### config.mk
export PLATFORM = sky130hd
export DESIGN_NAME = cfg3w_port
export DESIGN_NICKNAME = d
export VERILOG_FILES = /design/src/rtl/cfg3w_pkg.sv /design/src/rtl/cfg3w_sync.sv /design/src/rtl/cfg3w_shift_fsm.sv /design/src/rtl/cfg3w_latch_bank.sv /design/src/rtl/cfg3w_port.sv
export SDC_FILE = /design/constraint.sdc
export NUM_CORES = 1
export LEC_CHECK = 0
export ABC_AREA = 1
export CORE_MARGIN = 4
export CORE_UTILIZATION = 25
export CTS_CLUSTER_DIAMETER = 30
export DETAILED_ROUTE_END_ITERATION = 8
export GPL_TIMING_DRIVEN = 0
export SLEW_MARGIN = 25
export SYNTH_ARGS = -nofsm -noshare
export SYNTH_HDL_FRONTEND = slang
export SYNTH_SLANG_ARGS = --single-unit
### constraint.sdc
create_clock -name clk -period 1 [get_ports clk]
set_input_delay 0.2 -clock clk [delete_from_list [all_inputs] [get_ports clk]]
set_output_delay 0.2 -clock clk [all_outputs]
set_load 0.01 [all_outputs]
### src/rtl/cfg3w_pkg.sv
package cfg3w_pkg;

    typedef enum logic [1:0] {
        S_IDLE  = 2'd0,
        S_SHIFT = 2'd1,
        S_LOAD  = 2'd2
    } ld_state_e;

endpackage

### src/rtl/cfg3w_sync.sv
module cfg3w_sync #(
    parameter int WIDTH  = 3,
    parameter int STAGES = 2
) (
    input  logic             clk,
    input  logic             rst_n,
    input  logic [WIDTH-1:0] async_i,
    output logic [WIDTH-1:0] sync_o,
    output logic [WIDTH-1:0] prev_o
);
    // STAGES flops for metastability, plus one more for edge detection
    logic [STAGES:0][WIDTH-1:0] pipe_q;

    always_ff @(posedge clk or negedge rst_n) begin
        if (!rst_n) pipe_q <= '0;
        else        pipe_q <= {pipe_q[STAGES-1:0], async_i};
    end

    assign sync_o = pipe_q[STAGES-1];
    assign prev_o = pipe_q[STAGES];
endmodule

### src/rtl/cfg3w_shift_fsm.sv
module cfg3w_shift_fsm
    import cfg3w_pkg::*;
#(
    parameter int WORD_W = 22,
    parameter int ADDR_W = 2
) (
    input  logic              clk,
    input  logic              rst_n,
    input  logic              bit_rise_i,
    input  logic              bit_val_i,
    input  logic              stb_rise_i,
    output logic              load_en_o,
    output logic [ADDR_W-1:0] load_addr_o,
    output logic [WORD_W-1:0] word_o,
    output logic              frame_err_o
);
    localparam int CNT_W   = $clog2(WORD_W + 2);
    localparam int CNT_SAT = WORD_W + 1;

    ld_state_e         state_q, state_d;
    logic [WORD_W-1:0] shreg_q;
    logic [CNT_W-1:0]  cnt_q;
    logic              err_q;

    // next-state logic
    always_comb begin
        state_d = state_q;
        unique case (state_q)
            S_IDLE:  if (stb_rise_i) state_d = S_LOAD;
                     else if (bit_rise_i) state_d = S_SHIFT;
            S_SHIFT: if (stb_rise_i) state_d = S_LOAD;
            S_LOAD:  state_d = S_IDLE;
            default: state_d = S_IDLE;
        endcase
    end

    // state register
    always_ff @(posedge clk or negedge rst_n) begin
        if (!rst_n) state_q <= S_IDLE;
        else        state_q <= state_d;
    end

    // shift register, bit counter and sticky framing flag
    always_ff @(posedge clk or negedge rst_n) begin
        if (!rst_n) begin
            shreg_q <= '0;
            cnt_q   <= '0;
            err_q   <= 1'b0;
        end else begin
            if (bit_rise_i)
                shreg_q <= {shreg_q[WORD_W-2:0], bit_val_i};
            if (state_q == S_LOAD)
                cnt_q <= bit_rise_i ? CNT_W'(1) : '0;
            else if (bit_rise_i && cnt_q != CNT_W'(CNT_SAT))
                cnt_q <= cnt_q + 1'b1;
            if (stb_rise_i && state_q != S_LOAD && cnt_q != CNT_W'(WORD_W))
                err_q <= 1'b1;
        end
    end

    // outputs
    always_comb begin
        load_en_o   = 1'b0;
        load_addr_o = shreg_q[ADDR_W-1:0];
        unique case (state_q)
            S_LOAD:  load_en_o = 1'b1;
            S_IDLE,
            S_SHIFT: load_en_o = 1'b0;
            default: load_en_o = 1'b0;
        endcase
    end

    assign word_o      = shreg_q;
    assign frame_err_o = err_q;
endmodule

### src/rtl/cfg3w_latch_bank.sv
module cfg3w_latch_bank #(
    parameter int WORD_W  = 22,
    parameter int ADDR_W  = 2,
    parameter int N_LATCH = 4
) (
    input  logic                      clk,
    input  logic                      rst_n,
    input  logic                      load_en_i,
    input  logic [ADDR_W-1:0]         load_addr_i,
    input  logic [WORD_W-1:0]         word_i,
    output logic [N_LATCH*WORD_W-1:0] latch_o,
    output logic [N_LATCH-1:0]        pulse_o
);
    for (genvar k = 0; k < N_LATCH; k++) begin : g_latch
        logic              sel;
        logic [WORD_W-1:0] val_q;

        assign sel = load_en_i && (load_addr_i == ADDR_W'(k));

        always_ff @(posedge clk or negedge rst_n) begin
            if (!rst_n)   val_q <= '0;
            else if (sel) val_q <= word_i;
        end

        assign latch_o[k*WORD_W +: WORD_W] = val_q;
        assign pulse_o[k]                  = sel;
    end
endmodule

### src/rtl/cfg3w_port.sv
module cfg3w_port #(
    parameter int WORD_W    = 22,
    parameter int ADDR_W    = 2,
    parameter int SYNC_STG  = 2,
    parameter int N_LATCH   = 1 << ADDR_W,
    parameter int LATCH_BUS = N_LATCH * WORD_W
) (
    input  logic                 clk,
    input  logic                 rst_n,
    input  logic                 ser_clk_i,
    input  logic                 ser_data_i,
    input  logic                 ser_stb_i,
    output logic [LATCH_BUS-1:0] latch_o,
    output logic [N_LATCH-1:0]   load_o,
    output logic                 frame_err_o
);
    localparam int LINES = 3;

    logic [LINES-1:0]  line_s, line_p;
    logic              bit_rise, stb_rise;
    logic              load_en;
    logic [ADDR_W-1:0] load_addr;
    logic [WORD_W-1:0] word;

    cfg3w_sync #(.WIDTH(LINES), .STAGES(SYNC_STG)) u_sync (
        .clk     (clk),
        .rst_n   (rst_n),
        .async_i ({ser_stb_i, ser_data_i, ser_clk_i}),
        .sync_o  (line_s),
        .prev_o  (line_p)
    );

    assign bit_rise = line_s[0] & ~line_p[0];
    assign stb_rise = line_s[2] & ~line_p[2];

    cfg3w_shift_fsm #(.WORD_W(WORD_W), .ADDR_W(ADDR_W)) u_fsm (
        .clk         (clk),
        .rst_n       (rst_n),
        .bit_rise_i  (bit_rise),
        .bit_val_i   (line_s[1]),
        .stb_rise_i  (stb_rise),
        .load_en_o   (load_en),
        .load_addr_o (load_addr),
        .word_o      (word),
        .frame_err_o (frame_err_o)
    );

    cfg3w_latch_bank #(.WORD_W(WORD_W), .ADDR_W(ADDR_W), .N_LATCH(N_LATCH)) u_bank (
        .clk         (clk),
        .rst_n       (rst_n),
        .load_en_i   (load_en),
        .load_addr_i (load_addr),
        .word_i      (word),
        .latch_o     (latch_o),
        .pulse_o     (load_o)
    );
endmodule

======== Yosys cells after proc, flatten, opt, wreduce, memory -nomap -nowiden ========
Index checks and enable logic that the tools add are counted.
operators by class
  add/sub/neg operators ................... 1
  equal/unequal tests ..................... 10
  mux-type cells .......................... 8
  bitwise logic cells ..................... 4
  reduce and logical (&&, ||, !) cells .... 11
operators with widths
  operator             count
  $mux 5               2
  $ne 5x5->1 const B   2
  $logic_and 1x1->1    7
  $eq 2x2->1 const B   3
  $mux 2               3
  $add 5x1->5 const B  1
  $eq 2x1->1 const B   2
  $logic_not 2->1      2
  $pmux 2 s2           1
  $ne 3x1->1 const B   1
  $and 1x1->1          2
  $mux 1               2
  $ne 2x1->1 const B   1
  $ne 2x2->1 const B   1
  $not 1->1            2
  $reduce_and 2->1     1
  $reduce_bool 2->1    1
word-level totals
  flip-flop bits (word level) ............. 127
  input bits .............................. 5
  output and inout port bits .............. 93
  logic and storage cells ................. 45

======== Depth between registers and ports, before layout ========
Gate-level depths: netlist of run 1.
  depth after elaboration ................. 5
  depth in mapped cells ................... 7
  depth with buffers taken out ............ 7

======== Cells and area by module ========
A second synthesis of run 1 with hierarchy kept.
second synthesis, totals
  cells, all modules ...................... 557
  area total of the unflattened synthesis .. 5231.3 um2
modules (own cells, without submodules)
  module            times used  cells each  area an instance (um2)  seq. area each (um2)
  cfg3w_latch_bank  1           401         3671.0                  2202.1
  cfg3w_shift_fsm   1           137         1270.0                  750.7
  cfg3w_sync        1           15          270.3                   225.2
  cfg3w_port        1           4           20.0                    0.0

======== Worst setup path after synthesis of run 1 ========
No wires, ideal clock.
  kind .................................... register -> output
  from .................................... register u_fsm.state_q[1]
  to ...................................... output port load_o[0]
  data arrival time ....................... 0.929 ns
  slack ................................... -0.129 ns
  cell stages (with the launch flop) ...... 6
  buffers on the path ..................... 1
  path through ............................ dfrtp_1 > nand2_4 > clkinv_8 > nand3_4 > inv_1 > buf_4
between the ends
  cells in the longest elaborated chain, start to end .. 3
RTL lines
  item                      line                    RTL
  start: declaration        cfg3w_shift_fsm.sv:20   ld_state_e state_q, state_d;
  start signal: assignment  cfg3w_shift_fsm.sv:40   else state_q <= state_d;
  $eq 2x2->1                cfg3w_shift_fsm.sv:65   unique case (state_q)
  $mux 1                    cfg3w_shift_fsm.sv:65
  $logic_and 1x1->1         cfg3w_latch_bank.sv:18  assign sel = load_en_i && (load_addr_i == ADDR_W'(k));
  end: declaration          cfg3w_port.sv:14        output logic [N_LATCH-1:0] load_o,
No other way between the ends.

======== Final worst setup path of run 1 ========
Same ends and word-level chain as after synthesis.

==> results of run 1 <==
-- state kept, by name (all words and copies together), names as in the netlist --
register / cells
u_bank.g_latch.val_q: 88
u_fsm.word_o: 22
u_fsm.cnt_q: 5
u_sync.pipe_q: 3
u_sync.sync_o: 3
u_fsm.state_q: 2
u_sync.prev_o: 2
u_fsm.frame_err_o: 1
-- power groups by stage --
stage / clock network (W) / registers (W) / logic, W
global placement: 0 / 0.00620 / 0.00259
detailed placement: 0 / 0.00624 / 0.00267
global route: 0.00712 / 0.00626 / 0.00384
finish: 0.00671 / 0.00619 / 0.00354
floorplan: 0 / 0.00636 / 0.00113
CTS: 0.00682 / 0.00616 / 0.00307
-- Yosys cell counts --
cell type,instances,area share [%]
o21ai_0,24,2.4
or2_1,4,0.49
buf_4,4,0.59
nand2_2,10,1.2
buf_2,3,0.30
clkinv_8,1,0.32
nand2_1,107,7.9
o21bai_1,1,0.15
nand4_1,1,0.12
clkbuf_1,2,0.15
buf_6,16,3.5
inv_1,33,2.4
o21ai_2,80,14
inv_2,4,0.30
nand3_1,7,0.69
nand3_4,4,1.4
o21ai_1,1,0.098
nand2_4,1,0.22
inv_4,1,0.12
ha_1,2,0.49
a21oi_1,1,0.098
a211oi_1,1,0.15
nor3_1,1,0.098
nor2_1,13,0.96
dfrtp_1,126,62
-- cells by family after synthesis --
logic type / Yosys count / synth area share, %
buffers and inverters: 64 / 7.75
AO/OA/AOI/OAI: 108 / 16.6
adder cells (fa/ha/maj): 2 / 0.492
flip-flops: 126 / 62.0
AND/OR/NAND/NOR: 148 / 13.1
-- area by class of cell --
| type | instances | area [um2] |
|---|---|---|
| well taps | 265 | 332 |
| inverters | 39 | 179 |
| clock buffers | 22 | 494 |
| fillers | 1817 | 11300 |
| repair buffers | 201 | 1730 |
| multi-input cells | 258 | 1950 |
| flip-flops and latches | 126 | 3160 |
| plain buffers | 24 | 370 |
| clock inverters | 10 | 158 |
-- timing repair --
item,4_1_cts,5_1_grt
gates resized for setup,516,90
setup endpoints to repair,208,208
hold endpoints to repair,52,52
pin swaps,11,19
gates cloned,5,6
buffers inserted,64,33
-- layout by cell type (no fill, tap or decap), types with 6 or more instances in the layout --
cell	count
buf_12	8
buf_2	63
buf_4	81
buf_6	45
buf_8	15
clkbuf_16	24
dfrtp_1	124
inv_1	25
inv_4	8
nand2_1	45
nand2_2	56
nand2_4	17
nor2_1	6
o21ai_1	6
o21ai_2	97
-- routing by layer --
layer	vias to the layer above	share of wire (%)	GRT usage, %
met5	-	0	0
met1	1975	42	15.6
met4	0	1.4	4.31
met2	81	52	22.3
met3	17	5.3	4.64
li1	1893	-	-
-- per-stage QoR --
stage | TNS [ns] | hold slack [ns]
global placement | -677.37 | 0.338
detailed placement | -33.90 | 0.154
CTS | -43.90 | -0.294
finish | -42.11 | -0.302
floorplan | -7.32 | -0.0956
global route | -50.27 | -0.287
-- worst max-delay path: cells and delay by family, from the launching register on --
family | cells | cell delay [ns]
buffers and inverters | 4 | 0.33
flip-flops | 1 | 0.42
AND/OR/NAND/NOR | 2 | 0.22
-- path summary, 6_finish.rpt --
kind / slack [ns] / end / cells past startpoint
max: -0.60 / load_o[0] / 6
max in group asynchronous: 0.58 / u_fsm.word_o[0] / 2
min in group clk: 0.22 / u_sync.pipe_q[0] / 1
max reg2reg: -0.40 / u_bank.g_latch[2].val_q[4] / 9
min reg2reg: 0.35 / u_sync.sync_o[1] / 0
min: -0.30 / u_sync.pipe_q[0] / 1
==> impl_metrics.csv, run 1 <==
group,metric,value,unit
cts,htree_levels,4,
global_routing,grt_pass1_wl,22.8,mm
final_layout,area_growth,64.7,%
worst_setup_path,slowest_stage,"dfrtp_1",
route,drc,0,
global_routing,grt_usage,13.2,%
cts,cts_tree,"yes",
timing,report.final.slew_viol_count,0,
die,start_util,25.8,%
route,wl,15.1,mm
timing,fin_ws,-0.595,ns
worst_setup_path,criticalPathCategory,"reg -> out",
timing,fmax,627,MHz
worst_hold_path,min_path_type,"in -> async",
global_routing,antenna_found_initial,0,
worst_setup_path,arrival,1.40,ns
worst_setup_path,crit_chain,"nand2_4, clkinv_8, nand3_4, inv_4, buf_6, buf_6",
global_routing,grt-ovfl-total,0,
final_layout,antennaDiodeCount,0,
worst_setup_path,critical_path.startpoint,"u_fsm.state_q[1]",
worst_setup_path,critPathMaxStageDelay,0.42,ns
global_routing,grt_pass1_vias,4106,
timing,fin_skew,0.00917,ns
place,place_area,6510,um2
die,fp-row-count,51,
route,drt_pre_antenna_iters,4,
die,die_w,151,um
status,failed_checks,"negative hold slack, negative setup slack",
timing,hold_ws,-0.302,ns
worst_setup_path,path_common_cell,"buf_6",
final_layout,post-route-util,42.5,%
die,die-area,22700,um2
die,core_area,19700,um2
worst_setup_path,start_kind,"flip-flop",
route,wl_per_cell,15.9,um
power_and_ir_drop,p_total,0.0164,W
worst_setup_path,cp-end-kind,"output pin",
place,gp_congestion,0.748,
worst_setup_path,r2r-start,"u_fsm.state_q[0]",
die,io_pins,98,
timing,rsz0062_at_grt,"yes",
synth,ys_seq_area_share,62.0,%
power_and_ir_drop,seqPwrFrac,37.7,%
cts,clk_pin_slew_worst_paths,0.06,ns
power_and_ir_drop,p_leak,4.10,nW
worst_setup_path,worstPathMaxFanout,5,
die,die_y,151,um
route,postRouteAntennaNets,0,
timing,max_slew.worst_pin.slew,0.431,ns
route,num_vias,3966,
final_layout,stdcell_area,8370,um2
worst_setup_path,required,0.80,ns
cts,clockRootBuffer,"clkbuf_16",
place,placedCellCount,811,
synth,syn_nets,455,
final_layout,drive_above_1_share,67.9,%
synth,synth_area_per_cell,11.3,um2
power_and_ir_drop,p_sw_share,27.3,%
cts,cts_sinks,126,
cts,clock_path_buffers,2,
global_routing,grt_max_degree,75,
synth,synthCells,448,
status,status,"finished with violations",
power_and_ir_drop,p_clk_share,40.8,%
power_and_ir_drop,internal_power,0.0119,W
flow_run,cap_violations,0,
synth,synthesis.area,5080,um2
route,vias_per_cell,4.20,
timing,setup_violations,206,
power_and_ir_drop,worst_ir_drop_vdd,1170,uV
route,drt_iter0_drc,212,
synth,synth.distinct_cells,25,
cts,clk_latency,0.42,ns
place,hpwl,9.31,mm
final_layout,finalNonFillerCells,945,
final_layout,nNetsFinal,674,
timing,hold_viol_final,52,
place,port_buffers,97,
timing,max_slew_margin,71.3,%
place,pre_cts_ws,-0.721,ns
cts,numCtsBuffers,17,
timing,finalCritPeriodShare,160,%
synth,yosysWarningCount,0,
power_and_ir_drop,pwr-share-comb,21.5,%
timing,finalCriticalPeriod,1.60,ns
power_and_ir_drop,power_density,1960,nW/um2
power_and_ir_drop,power_switching,0.00449,W
synth,synth-seq-cells,126,
(Power assumes the default switching activity.)
==> run 2: changes to the inputs <==
--- a/config.mk
+++ b/config.mk
@@ -9,6 +9,7 @@
 export CORE_MARGIN = 4
 export CORE_UTILIZATION = 25
 export CTS_CLUSTER_DIAMETER = 30
+export CTS_CLUSTER_SIZE = 10
 export DETAILED_ROUTE_END_ITERATION = 8
 export GPL_TIMING_DRIVEN = 0
 export SLEW_MARGIN = 25
==> results of run 2 <==
Final layout, timing and power as in run 1 (identical DEF).
==> run 3: changes to the inputs <==
==> constraint.sdc (replaced) <==
create_clock -name clk -period 1.5 [get_ports clk]
set_input_delay 0.3 -clock clk [delete_from_list [all_inputs] [get_ports clk]]
set_output_delay 0.3 -clock clk [all_outputs]
set_load 0.01 [all_outputs]
==> impl_metrics.csv, run 3 (synthesized netlist as in run 1, its figures left out) <==
group,metric,value,unit
power_and_ir_drop,p_clk_share,40.3,%
timing,report.final.slew_viol_count,0,
global_routing,grt_max_degree,77,
power_and_ir_drop,internal_power,0.00680,W
route,num_vias,3561,
worst_setup_path,crit_buf_inv,4,
timing,max_slew.worst_pin.slew,0.410,ns
place,port_buffers,97,
place,gp_congestion,0.767,
route,drt_pre_antenna_iters,4,
status,failed_checks,"negative setup slack",
worst_setup_path,arrival,1.25,ns
worst_setup_path,crit_family,"flip-flops",
global_routing,grt_pass1_vias,3791,
worst_setup_path,worstPathMaxFanout,5,
final_layout,regMostFlops,"u_bank.g_latch.val_q",
die,io_pins,98,
cts,htree_levels,4,
route,drt_iter0_drc,141,
power_and_ir_drop,p_leak,3.49,nW
die,die_y,151,um
worst_setup_path,critPathMaxStageDelay,0.37,ns
route,wl,12.8,mm
worst_setup_path,crit_chain,"inv_2, nand2_4, clkinv_8, nand3_4, inv_4, buf_6",
final_layout,largest_register_ffs,88,
worst_setup_path,r2r_slack,0.12,ns
final_layout,antennaDiodeCount,0,
final_layout,post-route-util,35.4,%
final_layout,final_common_cell,"dfrtp_1",
timing,finalCriticalPeriod,1.55,ns
cts,numCtsBuffers,17,
global_routing,grt_usage,12.0,%
timing,fin_ws,-0.0537,ns
power_and_ir_drop,seqPwrFrac,43.3,%
route,postRouteAntennaNets,0,
route,vias_per_cell,4.16,
route,drc,0,
place,placedCellCount,811,
cts,clock_path_buffers,2,
final_layout,nNetsFinal,585,
die,fp-row-count,51,
cts,clockRootBuffer,"clkbuf_16",
route,wl_per_cell,14.9,um
cts,cts_tree,"yes",
timing,hold_viol_final,0,
worst_setup_path,criticalPathCategory,"reg -> out",
final_layout,area_growth,37.3,%
worst_setup_path,cp-end-kind,"output pin",
place,hpwl,8.89,mm
timing,rsz0062_at_grt,"yes",
global_routing,grt_pass1_wl,20.7,mm
worst_setup_path,start_kind,"flip-flop",
timing,max_slew_margin,72.6,%
power_and_ir_drop,worst_ir_drop_vdd,752,uV
power_and_ir_drop,pwr-share-comb,16.4,%
timing,fmax,644,MHz
die,start_util,25.8,%
global_routing,antenna_found_initial,0,
power_and_ir_drop,p_sw_share,27.8,%
power_and_ir_drop,power_switching,0.00262,W
global_routing,grt-ovfl-total,0,
timing,setup-tns-final,-0.176,ns
final_layout,finalNonFillerCells,856,
cts,cts_sinks,126,
power_and_ir_drop,power_density,1350,nW/um2
timing,setup_violations,4,
cts,clk_latency,0.41,ns
timing,finalCritPeriodShare,104,%
timing,fin_skew,0.00919,ns
status,status,"finished with violations",
cts,clk_pin_slew_worst_paths,0.05,ns
die,core_area,19700,um2
worst_setup_path,required,1.20,ns
worst_setup_path,slowest_stage,"dfrtp_1",
final_layout,drive_above_1_share,29.8,%
worst_hold_path,min_path_type,"in -> reg",
die,die-area,22700,um2
flow_run,cap_violations,0,
final_layout,final_cell_mix,"dfrtp_1 (124), nand2_1 (107), dlygate4sd2_1 (89)",
die,die_w,151,um
[run 3: changes by cell type in the layout (fill, tap and decap cells not counted), sizes merged]
cell,change
dlygate4sd2,+89
clkinv,+3
bufinv,-3
buf,-174
clkbuf,-5
dlygate4sd3,+1
[run 3: cell type report]
class,instances,area (um2)
Sequential cell,126,3160
Multi-Input combinational cell,258,1540
Clock inverter,10,90.1
Timing Repair Buffer,115,1030
Fill cell,1979,12700
Inverter,39,169
Clock buffer,22,464
Tap cell,265,332
Buffer,21,204
[run 3: routing by layer]
layer  track usage (%)  routed length (um)
met5                 0                   0
met4              3.40                 129
met3              4.30                 678
met2              19.2                6150
met1              15.5                5820
[run 3: power by group through the flow]
stage          clock (W)  sequential (W)  combinational [W]
6_report         0.00380         0.00408            0.00155
5_1_grt          0.00406         0.00413            0.00173
4_1_cts          0.00392         0.00408            0.00157
3_5_place_dp           0         0.00413            0.00174
3_3_place_gp           0         0.00412            0.00169
2_1_floorplan          0         0.00422           0.000725
[run 3: what timing repair did]
action	CTS	global route
hold buffers	1	0
resized for setup	114	4
pin swaps	1	1
endpoints found under the setup margin	93	14
endpoints found under the hold margin	50	0
setup buffers	11	5
[run 3: worst reg2reg max path, delay by kind of cell, from the launching register on]
kind	cells	cell delay, ns
buf+inv	4	0.57
compound gates	1	0.05
simple gates	2	0.19
flops	1	0.45
[run 3: final timing paths]
check,startpoint,to,cells past startpoint
max,u_fsm.state_q[0],load_o[1],6
min,ser_stb_i,u_sync.pipe_q[2],1
max reg2reg,u_fsm.word_o[0],u_bank.g_latch[0].val_q[11],7
min reg2reg,u_sync.pipe_q[0],u_sync.sync_o[0],0
max in group asynchronous,rst_n,u_bank.g_latch[0].val_q[8],3
min in group asynchronous,rst_n,u_bank.g_latch[0].val_q[0],2
[run 3: stage by stage]
step / hold slack, ns / instance area (um2) / setup WS, ns / total power, W
6_report: 0.336 / 6980 / -0.0537 / 0.00942
5_1_grt: 0.320 / 6980 / -0.154 / 0.00992
4_1_cts: 0.309 / 6930 / -0.113 / 0.00956
3_3_place_gp: 0.339 / 6390 / -4.72 / 0.00581
2_1_floorplan: 0.00441 / 5080 / 0.271 / 0.00494
3_5_place_dp: 0.246 / 6420 / -0.403 / 0.00587
